[src/rtl/tcc_pkg.sv]
package tcc_pkg;

  localparam int unsigned TONE_N = 5;

  // Flag bit positions shared by every module and the bench.
  localparam int unsigned B350 = 0;
  localparam int unsigned B440 = 1;
  localparam int unsigned B480 = 2;
  localparam int unsigned B620 = 3;
  localparam int unsigned B425 = 4;

  localparam logic [TONE_N-1:0] M_NONE  = '0;
  localparam logic [TONE_N-1:0] M_DIAL  = (TONE_N'(1) << B350) | (TONE_N'(1) << B440);
  localparam logic [TONE_N-1:0] M_RING  = (TONE_N'(1) << B440) | (TONE_N'(1) << B480);
  localparam logic [TONE_N-1:0] M_BUSY  = (TONE_N'(1) << B480) | (TONE_N'(1) << B620);
  localparam logic [TONE_N-1:0] M_EURO  = TONE_N'(1) << B425;
  localparam logic [TONE_N-1:0] M_ALERT = TONE_N'(1) << B440;
  localparam logic [TONE_N-1:0] M_HIGH  = TONE_N'(1) << B480;

  typedef enum logic [2:0] {
    PAIR_NONE, PAIR_DIAL, PAIR_RING, PAIR_BUSY,
    PAIR_EURO, PAIR_ALERT, PAIR_HIGH, PAIR_OTHER
  } pair_e;

  typedef enum logic [3:0] {
    CLS_IDLE    = 4'd0,
    CLS_DIAL    = 4'd1,
    CLS_BUSY    = 4'd2,
    CLS_REORDER = 4'd3,
    CLS_RING    = 4'd4,
    CLS_EURO    = 4'd5,
    CLS_ALERT   = 4'd6,
    CLS_HIGH    = 4'd7,
    CLS_UNKNOWN = 4'd8
  } class_e;

  // Strobes from the decision logic to the timing datapath.
  typedef struct packed {
    logic winStop;   // a pattern was found: stop the search window
    logic winRearm;  // dial tone ended by a digit: allow a new window
  } strobe_t;

  function automatic pair_e decodePair(input logic [TONE_N-1:0] f);
    pair_e p;
    case (f)
      M_NONE:  p = PAIR_NONE;
      M_DIAL:  p = PAIR_DIAL;
      M_RING:  p = PAIR_RING;
      M_BUSY:  p = PAIR_BUSY;
      M_EURO:  p = PAIR_EURO;
      M_ALERT: p = PAIR_ALERT;
      M_HIGH:  p = PAIR_HIGH;
      default: p = PAIR_OTHER;
    endcase
    return p;
  endfunction

endpackage

[src/rtl/tcc_period_path.sv]
module tcc_period_path
  import tcc_pkg::*;
#(
  parameter int unsigned CNT_W     = 16,
  parameter int unsigned WINDOW_MS = 8000
) (
  input  logic                clk,
  input  logic                rstN,
  input  logic                msTick,
  input  logic [TONE_N-1:0]   toneFlags,
  input  strobe_t             strobe,
  output logic                lineOn,
  output logic                riseEvt,
  output pair_e               runPair,
  output logic [CNT_W-1:0]    onCnt,
  output pair_e               heldPair,
  output logic [CNT_W-1:0]    heldOnLen,
  output logic [CNT_W-1:0]    offCnt,
  output logic                winExpired
);

  localparam logic [CNT_W-1:0] CNT_TOP = '1;
  localparam logic [CNT_W-1:0] WIN_LIM = CNT_W'(WINDOW_MS);

  function automatic logic [CNT_W-1:0] satInc(input logic [CNT_W-1:0] v);
    return (v == CNT_TOP) ? v : v + 1'b1;
  endfunction

  pair_e pairNow;
  logic  toneNow;
  logic  winRun;
  logic  winArmed;
  logic [CNT_W-1:0] winCnt;

  assign pairNow    = decodePair(toneFlags);
  assign toneNow    = |toneFlags;
  assign riseEvt    = msTick && toneNow && !lineOn;
  assign winExpired = winRun && (winCnt >= WIN_LIM);

  // On/off period measurement, sampled once per tick.
  always_ff @(posedge clk) begin
    if (!rstN) begin
      lineOn    <= 1'b0;
      runPair   <= PAIR_NONE;
      onCnt     <= '0;
      heldPair  <= PAIR_NONE;
      heldOnLen <= '0;
      offCnt    <= '0;
    end else if (msTick) begin
      lineOn <= toneNow;
      if (toneNow && !lineOn) begin
        onCnt   <= CNT_W'(1);
        runPair <= pairNow;
      end else if (toneNow) begin
        onCnt <= satInc(onCnt);
        if (pairNow != runPair) runPair <= PAIR_OTHER;
      end else if (lineOn) begin
        heldOnLen <= onCnt;
        heldPair  <= runPair;
        offCnt    <= CNT_W'(1);
        onCnt     <= '0;
        runPair   <= PAIR_NONE;
      end else begin
        offCnt <= satInc(offCnt);
      end
    end
  end

  // Search window opened by the first active tick.
  always_ff @(posedge clk) begin
    if (!rstN) begin
      winRun   <= 1'b0;
      winArmed <= 1'b1;
      winCnt   <= '0;
    end else if (strobe.winRearm) begin
      winRun   <= 1'b0;
      winArmed <= 1'b1;
      winCnt   <= '0;
    end else if (strobe.winStop || winExpired) begin
      winRun <= 1'b0;
    end else if (msTick) begin
      if (winRun) begin
        winCnt <= satInc(winCnt);
      end else if (winArmed && toneNow) begin
        winRun   <= 1'b1;
        winArmed <= 1'b0;
        winCnt   <= CNT_W'(1);
      end
    end
  end

endmodule

[src/rtl/tcc_tol_window.sv]
module tcc_tol_window #(
  parameter int unsigned CNT_W   = 16,
  parameter int unsigned NOM_MS  = 500,
  parameter int unsigned TOL_DIV = 5
) (
  input  logic [CNT_W-1:0] value,
  output logic             hit
);

  localparam int unsigned LO = NOM_MS - NOM_MS / TOL_DIV;
  localparam int unsigned HI = NOM_MS + NOM_MS / TOL_DIV;

  assign hit = (value >= CNT_W'(LO)) && (value <= CNT_W'(HI));

endmodule

[src/rtl/tcc_decide.sv]
module tcc_decide
  import tcc_pkg::*;
#(
  parameter int unsigned CNT_W           = 16,
  parameter int unsigned STEADY_MS       = 1000,
  parameter int unsigned BUSY_HALF_MS    = 500,
  parameter int unsigned REORDER_HALF_MS = 250,
  parameter int unsigned RING_ON_MS      = 2000,
  parameter int unsigned RING_OFF_MS     = 4000,
  parameter int unsigned TOL_DIV         = 5
) (
  input  logic             clk,
  input  logic             rstN,
  input  logic             digitEvt,
  input  logic             lineOn,
  input  logic             riseEvt,
  input  pair_e            runPair,
  input  logic [CNT_W-1:0] onCnt,
  input  pair_e            heldPair,
  input  logic [CNT_W-1:0] heldOnLen,
  input  logic [CNT_W-1:0] offCnt,
  input  logic             winExpired,
  output strobe_t          strobe,
  output class_e           classReg,
  output logic             validReg
);

  localparam int unsigned N_WIN = 6;
  // Even entries judge the on period, odd entries the off period.
  localparam int unsigned WIN_NOM [N_WIN] = '{
    BUSY_HALF_MS, BUSY_HALF_MS, REORDER_HALF_MS, REORDER_HALF_MS,
    RING_ON_MS, RING_OFF_MS
  };
  localparam logic [CNT_W-1:0] STEADY_LIM = CNT_W'(STEADY_MS);

  logic [N_WIN-1:0] winHit;

  for (genvar g = 0; g < N_WIN; g++) begin : g_tol
    tcc_tol_window #(
      .CNT_W  (CNT_W),
      .NOM_MS (WIN_NOM[g]),
      .TOL_DIV(TOL_DIV)
    ) u_win (
      .value((g % 2 == 0) ? heldOnLen : offCnt),
      .hit  (winHit[g])
    );
  end

  logic   busyOk, reorderOk, ringOk;
  logic   busySeen, reorderSeen, dialInhibit;
  class_e steadyCls;
  class_e nextCls;

  assign busyOk    = (heldPair == PAIR_BUSY) && winHit[0] && winHit[1];
  assign reorderOk = (heldPair == PAIR_BUSY) && winHit[2] && winHit[3];
  assign ringOk    = (heldPair == PAIR_RING) && winHit[4] && winHit[5];

  always_comb begin
    steadyCls = CLS_IDLE;
    if (lineOn && (onCnt >= STEADY_LIM)) begin
      case (runPair)
        PAIR_DIAL:  steadyCls = dialInhibit ? CLS_IDLE : CLS_DIAL;
        PAIR_EURO:  steadyCls = CLS_EURO;
        PAIR_ALERT: steadyCls = CLS_ALERT;
        PAIR_HIGH:  steadyCls = CLS_HIGH;
        default:    steadyCls = CLS_IDLE;
      endcase
    end
  end

  // Priority: digit, then cadence matches, then steady tones, then timeout.
  always_comb begin
    nextCls         = classReg;
    strobe.winStop  = 1'b0;
    strobe.winRearm = 1'b0;
    if (digitEvt && (classReg == CLS_DIAL)) begin
      nextCls         = CLS_IDLE;
      strobe.winRearm = 1'b1;
    end else if (riseEvt && busyOk && busySeen) begin
      nextCls        = CLS_BUSY;
      strobe.winStop = 1'b1;
    end else if (riseEvt && reorderOk && reorderSeen) begin
      nextCls        = CLS_REORDER;
      strobe.winStop = 1'b1;
    end else if (riseEvt && ringOk) begin
      nextCls        = CLS_RING;
      strobe.winStop = 1'b1;
    end else if (steadyCls != CLS_IDLE) begin
      nextCls        = steadyCls;
      strobe.winStop = 1'b1;
    end else if (winExpired && (classReg == CLS_IDLE)) begin
      nextCls = CLS_UNKNOWN;
    end
  end

  always_ff @(posedge clk) begin
    if (!rstN) begin
      classReg    <= CLS_IDLE;
      validReg    <= 1'b0;
      busySeen    <= 1'b0;
      reorderSeen <= 1'b0;
      dialInhibit <= 1'b0;
    end else begin
      classReg <= nextCls;
      validReg <= (nextCls != classReg);
      if (riseEvt) begin
        busySeen    <= busyOk;
        reorderSeen <= reorderOk;
      end
      if (digitEvt)     dialInhibit <= 1'b1;
      else if (!lineOn) dialInhibit <= 1'b0;
    end
  end

endmodule

[src/rtl/tone_cadence_classifier.sv]
module tone_cadence_classifier
  import tcc_pkg::*;
#(
  parameter int unsigned CNT_W           = 16,
  parameter int unsigned STEADY_MS       = 1000,
  parameter int unsigned WINDOW_MS       = 8000,
  parameter int unsigned BUSY_HALF_MS    = 500,
  parameter int unsigned REORDER_HALF_MS = 250,
  parameter int unsigned RING_ON_MS      = 2000,
  parameter int unsigned RING_OFF_MS     = 4000,
  parameter int unsigned TOL_DIV         = 5
) (
  input  logic              clk,
  input  logic              rstN,
  input  logic              msTick,
  input  logic [TONE_N-1:0] toneFlags,
  input  logic              digitEvt,
  output logic [3:0]        classCode,
  output logic              classValid
);

  strobe_t          strobe;
  logic             lineOn, riseEvt, winExpired;
  pair_e            runPair, heldPair;
  logic [CNT_W-1:0] onCnt, heldOnLen, offCnt;
  class_e           classReg;

  tcc_period_path #(
    .CNT_W    (CNT_W),
    .WINDOW_MS(WINDOW_MS)
  ) u_path (
    .clk       (clk),
    .rstN      (rstN),
    .msTick    (msTick),
    .toneFlags (toneFlags),
    .strobe    (strobe),
    .lineOn    (lineOn),
    .riseEvt   (riseEvt),
    .runPair   (runPair),
    .onCnt     (onCnt),
    .heldPair  (heldPair),
    .heldOnLen (heldOnLen),
    .offCnt    (offCnt),
    .winExpired(winExpired)
  );

  tcc_decide #(
    .CNT_W          (CNT_W),
    .STEADY_MS      (STEADY_MS),
    .BUSY_HALF_MS   (BUSY_HALF_MS),
    .REORDER_HALF_MS(REORDER_HALF_MS),
    .RING_ON_MS     (RING_ON_MS),
    .RING_OFF_MS    (RING_OFF_MS),
    .TOL_DIV        (TOL_DIV)
  ) u_decide (
    .clk       (clk),
    .rstN      (rstN),
    .digitEvt  (digitEvt),
    .lineOn    (lineOn),
    .riseEvt   (riseEvt),
    .runPair   (runPair),
    .onCnt     (onCnt),
    .heldPair  (heldPair),
    .heldOnLen (heldOnLen),
    .offCnt    (offCnt),
    .winExpired(winExpired),
    .strobe    (strobe),
    .classReg  (classReg),
    .validReg  (classValid)
  );

  assign classCode = classReg;

endmodule

[config.mk]
export PLATFORM = sky130hd
export DESIGN_NAME = tone_cadence_classifier
export DESIGN_NICKNAME = d
export VERILOG_FILES = /design/src/rtl/tcc_pkg.sv /design/src/rtl/tcc_period_path.sv /design/src/rtl/tcc_tol_window.sv /design/src/rtl/tcc_decide.sv /design/src/rtl/tone_cadence_classifier.sv
export SDC_FILE = /design/constraint.sdc
export NUM_CORES = 1
export LEC_CHECK = 0
export BUFFER_PORTS_ARGS = -buffer_cell sky130_fd_sc_hd__buf_2
export CAP_MARGIN = 5
export CORE_AREA = 2 2 95 97
export CTS_CLUSTER_SIZE = 8
export DETAILED_ROUTE_END_ITERATION = 12
export DIE_AREA = 0 0 97 99
export GPL_TIMING_DRIVEN = 0
export PLACE_DENSITY = 0.72
export SETUP_SLACK_MARGIN = 0.2
export SYNTH_ARGS = -nofsm -noshare
export SYNTH_HDL_FRONTEND = slang
export SYNTH_SLANG_ARGS = --single-unit
export TNS_END_PERCENT = 5
[constraint.sdc]
create_clock -name clk -period 2.4 [get_ports clk]
set_clock_uncertainty 0.15 [all_clocks]
set_input_delay 0.12 -clock clk [delete_from_list [all_inputs] [get_ports clk]]
set_output_delay 0.12 -clock clk [all_outputs]
set_load 0.01 [all_outputs]
## Yosys cells after proc, flatten, opt, wreduce, memory -nomap -nowiden

Index checks and enable logic that the tools add are counted.

- Word-level logic and storage cells: 133
- Flip-flop bits (word level): 81
- Input port bits: 9
- Output and inout bits: 5

- Add/subtract/negate cells: 3
- Mux-type cells: 33
- Reduce and logical (&&, ||, !) cells: 41
- Equal/unequal tests: 23
- Bitwise operators: 5
- Magnitude comparators: 14

Operator list:

| operator | number |
|---|---|
| $mux 16 | 9 |
| $add 16x1->16 const B | 3 |
| $eq 16x16->1 const B | 3 |
| $ge 16x8->1 const B | 2 |
| $ge 16x9->1 const B | 2 |
| $le 16x10->1 const B | 2 |
| $le 16x9->1 const B | 2 |
| $mux 4 | 7 |
| $logic_and 1x1->1 | 25 |
| $pmux 3 s7 | 1 |
| $ge 16x10->1 const B | 1 |
| $ge 16x11->1 const B | 1 |
| $ge 16x12->1 const B | 1 |
| $ge 16x13->1 const B | 1 |
| $le 16x12->1 const B | 1 |
| $le 16x13->1 const B | 1 |
| $pmux 4 s4 | 1 |
| $reduce_and 4->1 | 4 |
| $mux 3 | 4 |
| $mux 1 | 11 |
| $eq 5x2->1 const B | 2 |
| $eq 5x3->1 const B | 2 |
| $eq 3x3->1 const B | 3 |
| $eq 3x2->1 const B | 2 |
| 21 further kinds | 28 |

## Longest topological paths before layout

- Depth after elaboration: 12
- Gate-level depth with buffers: 10
- Gate-level depth less buffers: 9

## Hierarchy

Synthesis repeated with hierarchy kept, for this count alone.

- Cells, all modules: 563
- Area, all modules: 4624.4 µm²

Modules (own cells, without submodules):

| module | cells each | instances | sequential area each (µm²) | area an instance (µm²) |
|---|---|---|---|---|
| tcc_period_path | 423 | 1 | 1461.4 | 3540.9 |
| tcc_decide | 83 | 1 | 160.2 | 659.4 |
| tcc_tol_window at u_decide.g_tol[2].u_win ... | 8 | 2 | 0.0 | 68.8 |
| tcc_tol_window at u_decide.g_tol[0].u_win ... | 9 | 2 | 0.0 | 60.1 |
| tcc_tol_window at u_decide.g_tol[5].u_win | 12 | 1 | 0.0 | 93.8 |
| tcc_tol_window at u_decide.g_tol[4].u_win | 11 | 1 | 0.0 | 72.6 |

## Least setup slack after synthesis

No wires, ideal clock.

- Path kind: register to register
- Start point: reg u_path.heldOnLen[6]
- End point: reg u_path.winCnt[5]
- Period minus slack after synthesis: 2438 ps
- Buffers on the path: 2
- Data required time: 2133 ps
- Setup slack: -38 ps
- Cell stages (with the launch flop): 10
- Setup time: 117 ps
- Arrival: 2170 ps
- Path through: dfxtp_1 > buf_2 > and2_1 > o41a_1 > a211oi_1 > nand4_1 > a31oi_2 > nor3_2 > buf_4 > a32o_1

- Longest elaborated chain between the ends: 12
- Elaborated cells between the ends (all ways): 27
- Those cells by class: order compare: 6; mux: 4; bitwise: 1; reduce/logical: 16

RTL lines:

| item | RTL line | text |
|---|---|---|
| from (decl) | tcc_period_path.sv:17 | `output logic [CNT_W-1:0] heldOnLen,` |
| from (signal assigned) | tcc_period_path.sv:58 | `heldOnLen <= onCnt;` |
| $ge 16x11->1 (tied with other cells) | tcc_tol_window.sv:13 | `assign hit = (value >= CNT_W'(LO)) && (value <= CNT_W'(HI));` |
| $logic_and 1x1->1 | tcc_tol_window.sv:13 |  |
| $logic_and 1x1->1 (on tied branches) (2 in a row) | tcc_decide.sv:56, tcc_decide.sv:55 |  |
| $logic_and 1x1->1 (on tied branches) | tcc_decide.sv:85, tcc_decide.sv:82 |  |
| $mux 1 or $logic_and 1x1->1 (tied branches) | tcc_decide.sv:85, tcc_decide.sv:82 |  |
| $mux 1 | tcc_decide.sv:82 | `end else if (riseEvt && reorderOk && reorderSeen) begin` |
| $mux 1 (*) | tcc_decide.sv:79 | `end else if (riseEvt && busyOk && busySeen) begin` |
| $mux 1 (*) | tcc_decide.sv:76 | `if (digitEvt && (classReg == CLS_DIAL)) begin` |
| $logic_or 1x1->1 (*) | tcc_period_path.sv:79 | `end else if (strobe.winStop \|\| winExpired) begin` |
| $not 1->1 (no line) (*) | n/a |  |
| $reduce_and 4->1 (no line) (*) | n/a |  |
| to (signal assigned) | tcc_period_path.sv:83 | `winCnt <= satInc(winCnt);` |
| to (decl) | tcc_period_path.sv:33 | `logic [CNT_W-1:0] winCnt;` |

Every way passes the cells marked *; elsewhere a longest branch is shown, timed or not.
A chain may end at the register's enable or synchronous reset.

## Worst setup path after layout

- Start point: reg u_path.offCnt[10]
- End point: reg u_decide.validReg

- Longest elaborated chain between the ends: 9
- Elaborated cells between the ends (all ways): 22
- Those cells by class: order compare: 6; eq/ne: 1; mux: 4; reduce/logical: 11

RTL lines:

| item | RTL line | text |
|---|---|---|
| from (decl) | tcc_period_path.sv:18 | `output logic [CNT_W-1:0] offCnt,` |
| from (signal assigned) | tcc_period_path.sv:64 | `offCnt <= satInc(offCnt);` |
| $ge 16x12->1 (tied with other cells) | tcc_tol_window.sv:13 |  |
| $logic_and 1x1->1 | tcc_tol_window.sv:13 |  |
| $logic_and 1x1->1 (on tied branches) | tcc_decide.sv:56, tcc_decide.sv:55 |  |
| $logic_and 1x1->1 (on tied branches) | tcc_decide.sv:85, tcc_decide.sv:82 |  |
| $mux 4 or $logic_and 1x1->1 (tied branches) | tcc_decide.sv:85, tcc_decide.sv:82 |  |
| $mux 4 | tcc_decide.sv:82 |  |
| $mux 4 (*) | tcc_decide.sv:79 |  |
| $mux 4 (*) | tcc_decide.sv:76 |  |
| $ne 4x4->1 (*) | tcc_decide.sv:105 | `validReg <= (nextCls != classReg);` |
| to (signal assigned) | tcc_decide.sv:105 |  |
| to (decl) | tcc_decide.sv:25 | `output logic validReg` |

Marked as above.

==> summary.txt <==
Detailed Place HPWL -> 7.597 mm
CTS tree -> done
clock power share -> 41.5%
number of port buffers -> 11
Die X -> 97 microns
top post-synthesis cells by count -> dfxtp_1 (81), nor2_1 (77), a21oi_1 (36)
clock tree root buffer cell -> clkbuf_8
Max Slew Vio Count -> 0
crit end category -> flip-flop
initial antenna violation count -> 0
Vias/cell -> 6.109
initial core utilization -> 52.36%
cell area power density -> 503.9 nW/um^2
Tot GR Track Use -> 23.81%
worst hold path class -> input pin to flip-flop
top-count cell post-synth -> dfxtp_1
dpl cells -> 666
Synth area leaders -> dfxtp_1 (36%), nor2_1 (6.5%), a21oi_1 (4.0%), mux2i_1 (3.1%), nand4_1 (2.9%)
Tmin final -> 2524 ps
Hold Path Stages -> 4
drt first pass iters -> 5
setup TNS -> -725.7 ps
slowest CP cell -> a221oi_4
clk slew on worst S/H paths -> 90 ps
Area Overhead vs Synth -> 18.67%
Cell variety after synth -> 71
sequential power share -> 51.1%
Critical Path Max Stage Delay -> 440 ps
final hold viol count -> 0
first-pass GRT wire length -> 18.86 mm
syn_area_per_cell -> 8.184 sq um
row cnt -> 34
post-route setup slack -> -123.6 ps
layout cells sized above 1 -> 20.00%
Syn. warnings -> 0
Routed WL -> 11.21 mm
Worst Path Arrival -> 2610 ps
failing checks -> setup timing
total grt overflow -> 0
Peak VDD IR -> 375.2 uV
Max-Cap Viols -> 0
Post-synth EDFFs -> 0
P_sw -> 641.1 uW
switch share -> 23.95%
Max-slew headroom -> 56.02%
fmax -> 0.3963 GHz
# diodes -> 0
WP data required -> 2490 ps
total power -> 2677 uW
pin count of the biggest net entering global routing -> 14
CTS Buffer Depth -> 2
TritonCTS Buffers -> 9
Comb power frac -> 7.4%
Die Ht -> 99 microns
Leakage -> 0.001929 uW
clock latency on the worst-skew pair -> 360 ps
# IOs -> 14
layout net count -> 601
status -> finished with violations
CTS H-Tree Depth -> 3
Final ANT Viol Nets -> 0
synthesis-stage register bit count -> 81
Synth top area share -> 36.22%
Main synth FF type -> dfxtp_1
vias post-DR -> 4264
worst r2r path cells -> 8
Startpoint Class -> flip-flop
worst setup path category -> flip-flop to flip-flop
register area share after synthesis -> 36.22%
DR WL/cell -> 16.06 microns
RSZ-0062 raised after global routing -> yes
syn nets -> 562
routability cong. -> 0.8914
Max Fanout on Critical Path -> 10
CTS sink count -> 81
Gate Count Post-Synth -> 547
final setup fails -> 14
cell chain of the critical path -> clkbuf_8 -> nor3_4 -> nand4_1 -> a221oi_4 -> nand2_2 -> o311a_4 -> o211a_1 -> o41a_1
fill count -> 752
final std cells w/o fill -> 698
Netlist Area Pre-Place -> 4477 sq um
Iteration-0 DRC Markers -> 243
Slew @ Worst Pin -> 659.7 ps
DRC -> 0
core area -> 8551 sq um
Final Instance Area -> 5313 sq um
DP Area -> 4708 sq um
Async S/R FF share, synth -> 0%
vias in the first global route -> 3990
Int Power -> 2036 uW
Die Footprint -> 9603 sq um
crit share post-route -> 105.2%
Synth area leader -> dfxtp_1
[placed cells by master, fill, tap and decap left out, types with 3 or more instances in the layout]
master          n
nor2_1         77
dfxtp_1        74
a21oi_1        35
nand2_1        31
nand4_1        21
nand3_1        20
inv_1          19
o21ai_0        19
buf_4          18
nor3_1         17
buf_2          16
mux2i_1        14
clkbuf_8       13
xnor2_1        12
clkbuf_1       10
xor2_1         10
or3_1          10
a32o_1         10
and3_1          9
o211ai_1        7
dfxtp_2         7
buf_6           6
and2_1          6
nor3b_1         6
ha_1            6
clkbuf_2        5
o31ai_1         5
a31oi_1         5
nand3_2         4
nor2b_1         4
nor3_2          4
nand4b_1        4
a211oi_2        4
a211oi_1        3
o221a_2         3
nor4_1          3
dlygate4sd3_1   3
[power by group through the flow]
stage | Sequential, uW | Clock [uW] | Combinational (uW)
2_1_floorplan | 1400 | 0 | 134
3_5_place_dp | 1400 | 0 | 183
3_3_place_gp | 1400 | 0 | 179
5_1_grt | 1370 | 1180 | 219
6_report | 1370 | 1110 | 198
4_1_cts | 1370 | 1130 | 193
[cells by family (layout without fill, tap and decap cells)]
group,after synthesis,count (layout),synth area share (%)
AOI/OAI and AO/OA,128,128,21.10
DFF,81,81,36.22
muxes,14,14,3.130
and+or+nand+nor,243,243,28.28
buffers and inverters,53,96,5.282
xor gates and xnor gates,22,22,4.304
adders and majority gates,6,6,1.677
[area by class of cell]
class                      count  area (sq um)  area share (%)
tap                          108         135.1           2.544
buffer                        33         226.5           4.263
clock inverter                 4         76.32           1.437
multi-input combinational    413          2838           53.41
inverter                      20         75.07           1.413
timing repair buffer          28         190.2           3.580
clock buffer                  11         141.4           2.661
sequential                    81          1630           30.69
[layer usage]
metal  vias up  GRT usage [%]  routed length, microns
met5         -              0                       0
met3        28          4.326                     393
met4         0          9.967                     264
met1      2039          29.69                    5087
met2        95          40.71                    5467
li1       2102              -                       -
[repair_timing]
item	in CTS	in global routing
setup buffers	12	2
hold buffers	3	0
endpoints found under the hold margin	8	0
pin swaps	21	9
endpoints found under the setup margin	60	45
gates resized for setup	45	22
[sequential cells by signal (all words and copies together), names as in the netlist, 3 cells and up]
register	flops
u_path.onCnt	16
u_path.winCnt	16
u_path.offCnt	16
u_decide.classReg	4
u_path.heldOnLen	16
u_path.runPair	3
u_path.heldPair	3
[through the flow]
step	hold slack (ps)	setup WS (ps)	utilization, %
2_1_floorplan	87.43	44.70	-
3_3_place_gp	234.7	-317.7	55.06
3_5_place_dp	239.8	-355.3	55.06
4_1_cts	75.35	-109.1	61.06
5_1_grt	105.2	-220.7	62.13
6_report	90.81	-123.6	62.13
[critical path: cells and delay by family, from the launching register on]
family          cells  cell delay [ps]
flops               1              310
compound gates      4             1220
simple gates        3              560
buf+inv             1              160
[path summary, 6_finish.rpt]
kind | from | to | slack [ps]
hold reg to reg | u_path.winArmed | u_path.winArmed | 320
setup reg to reg | u_path.offCnt[10] | u_decide.validReg | -120
hold / removal | msTick | u_path.winArmed | 90
setup / recovery | u_path.offCnt[10] | u_decide.validReg | -120
No activity file was read; power rests on OpenSTA's default activity.
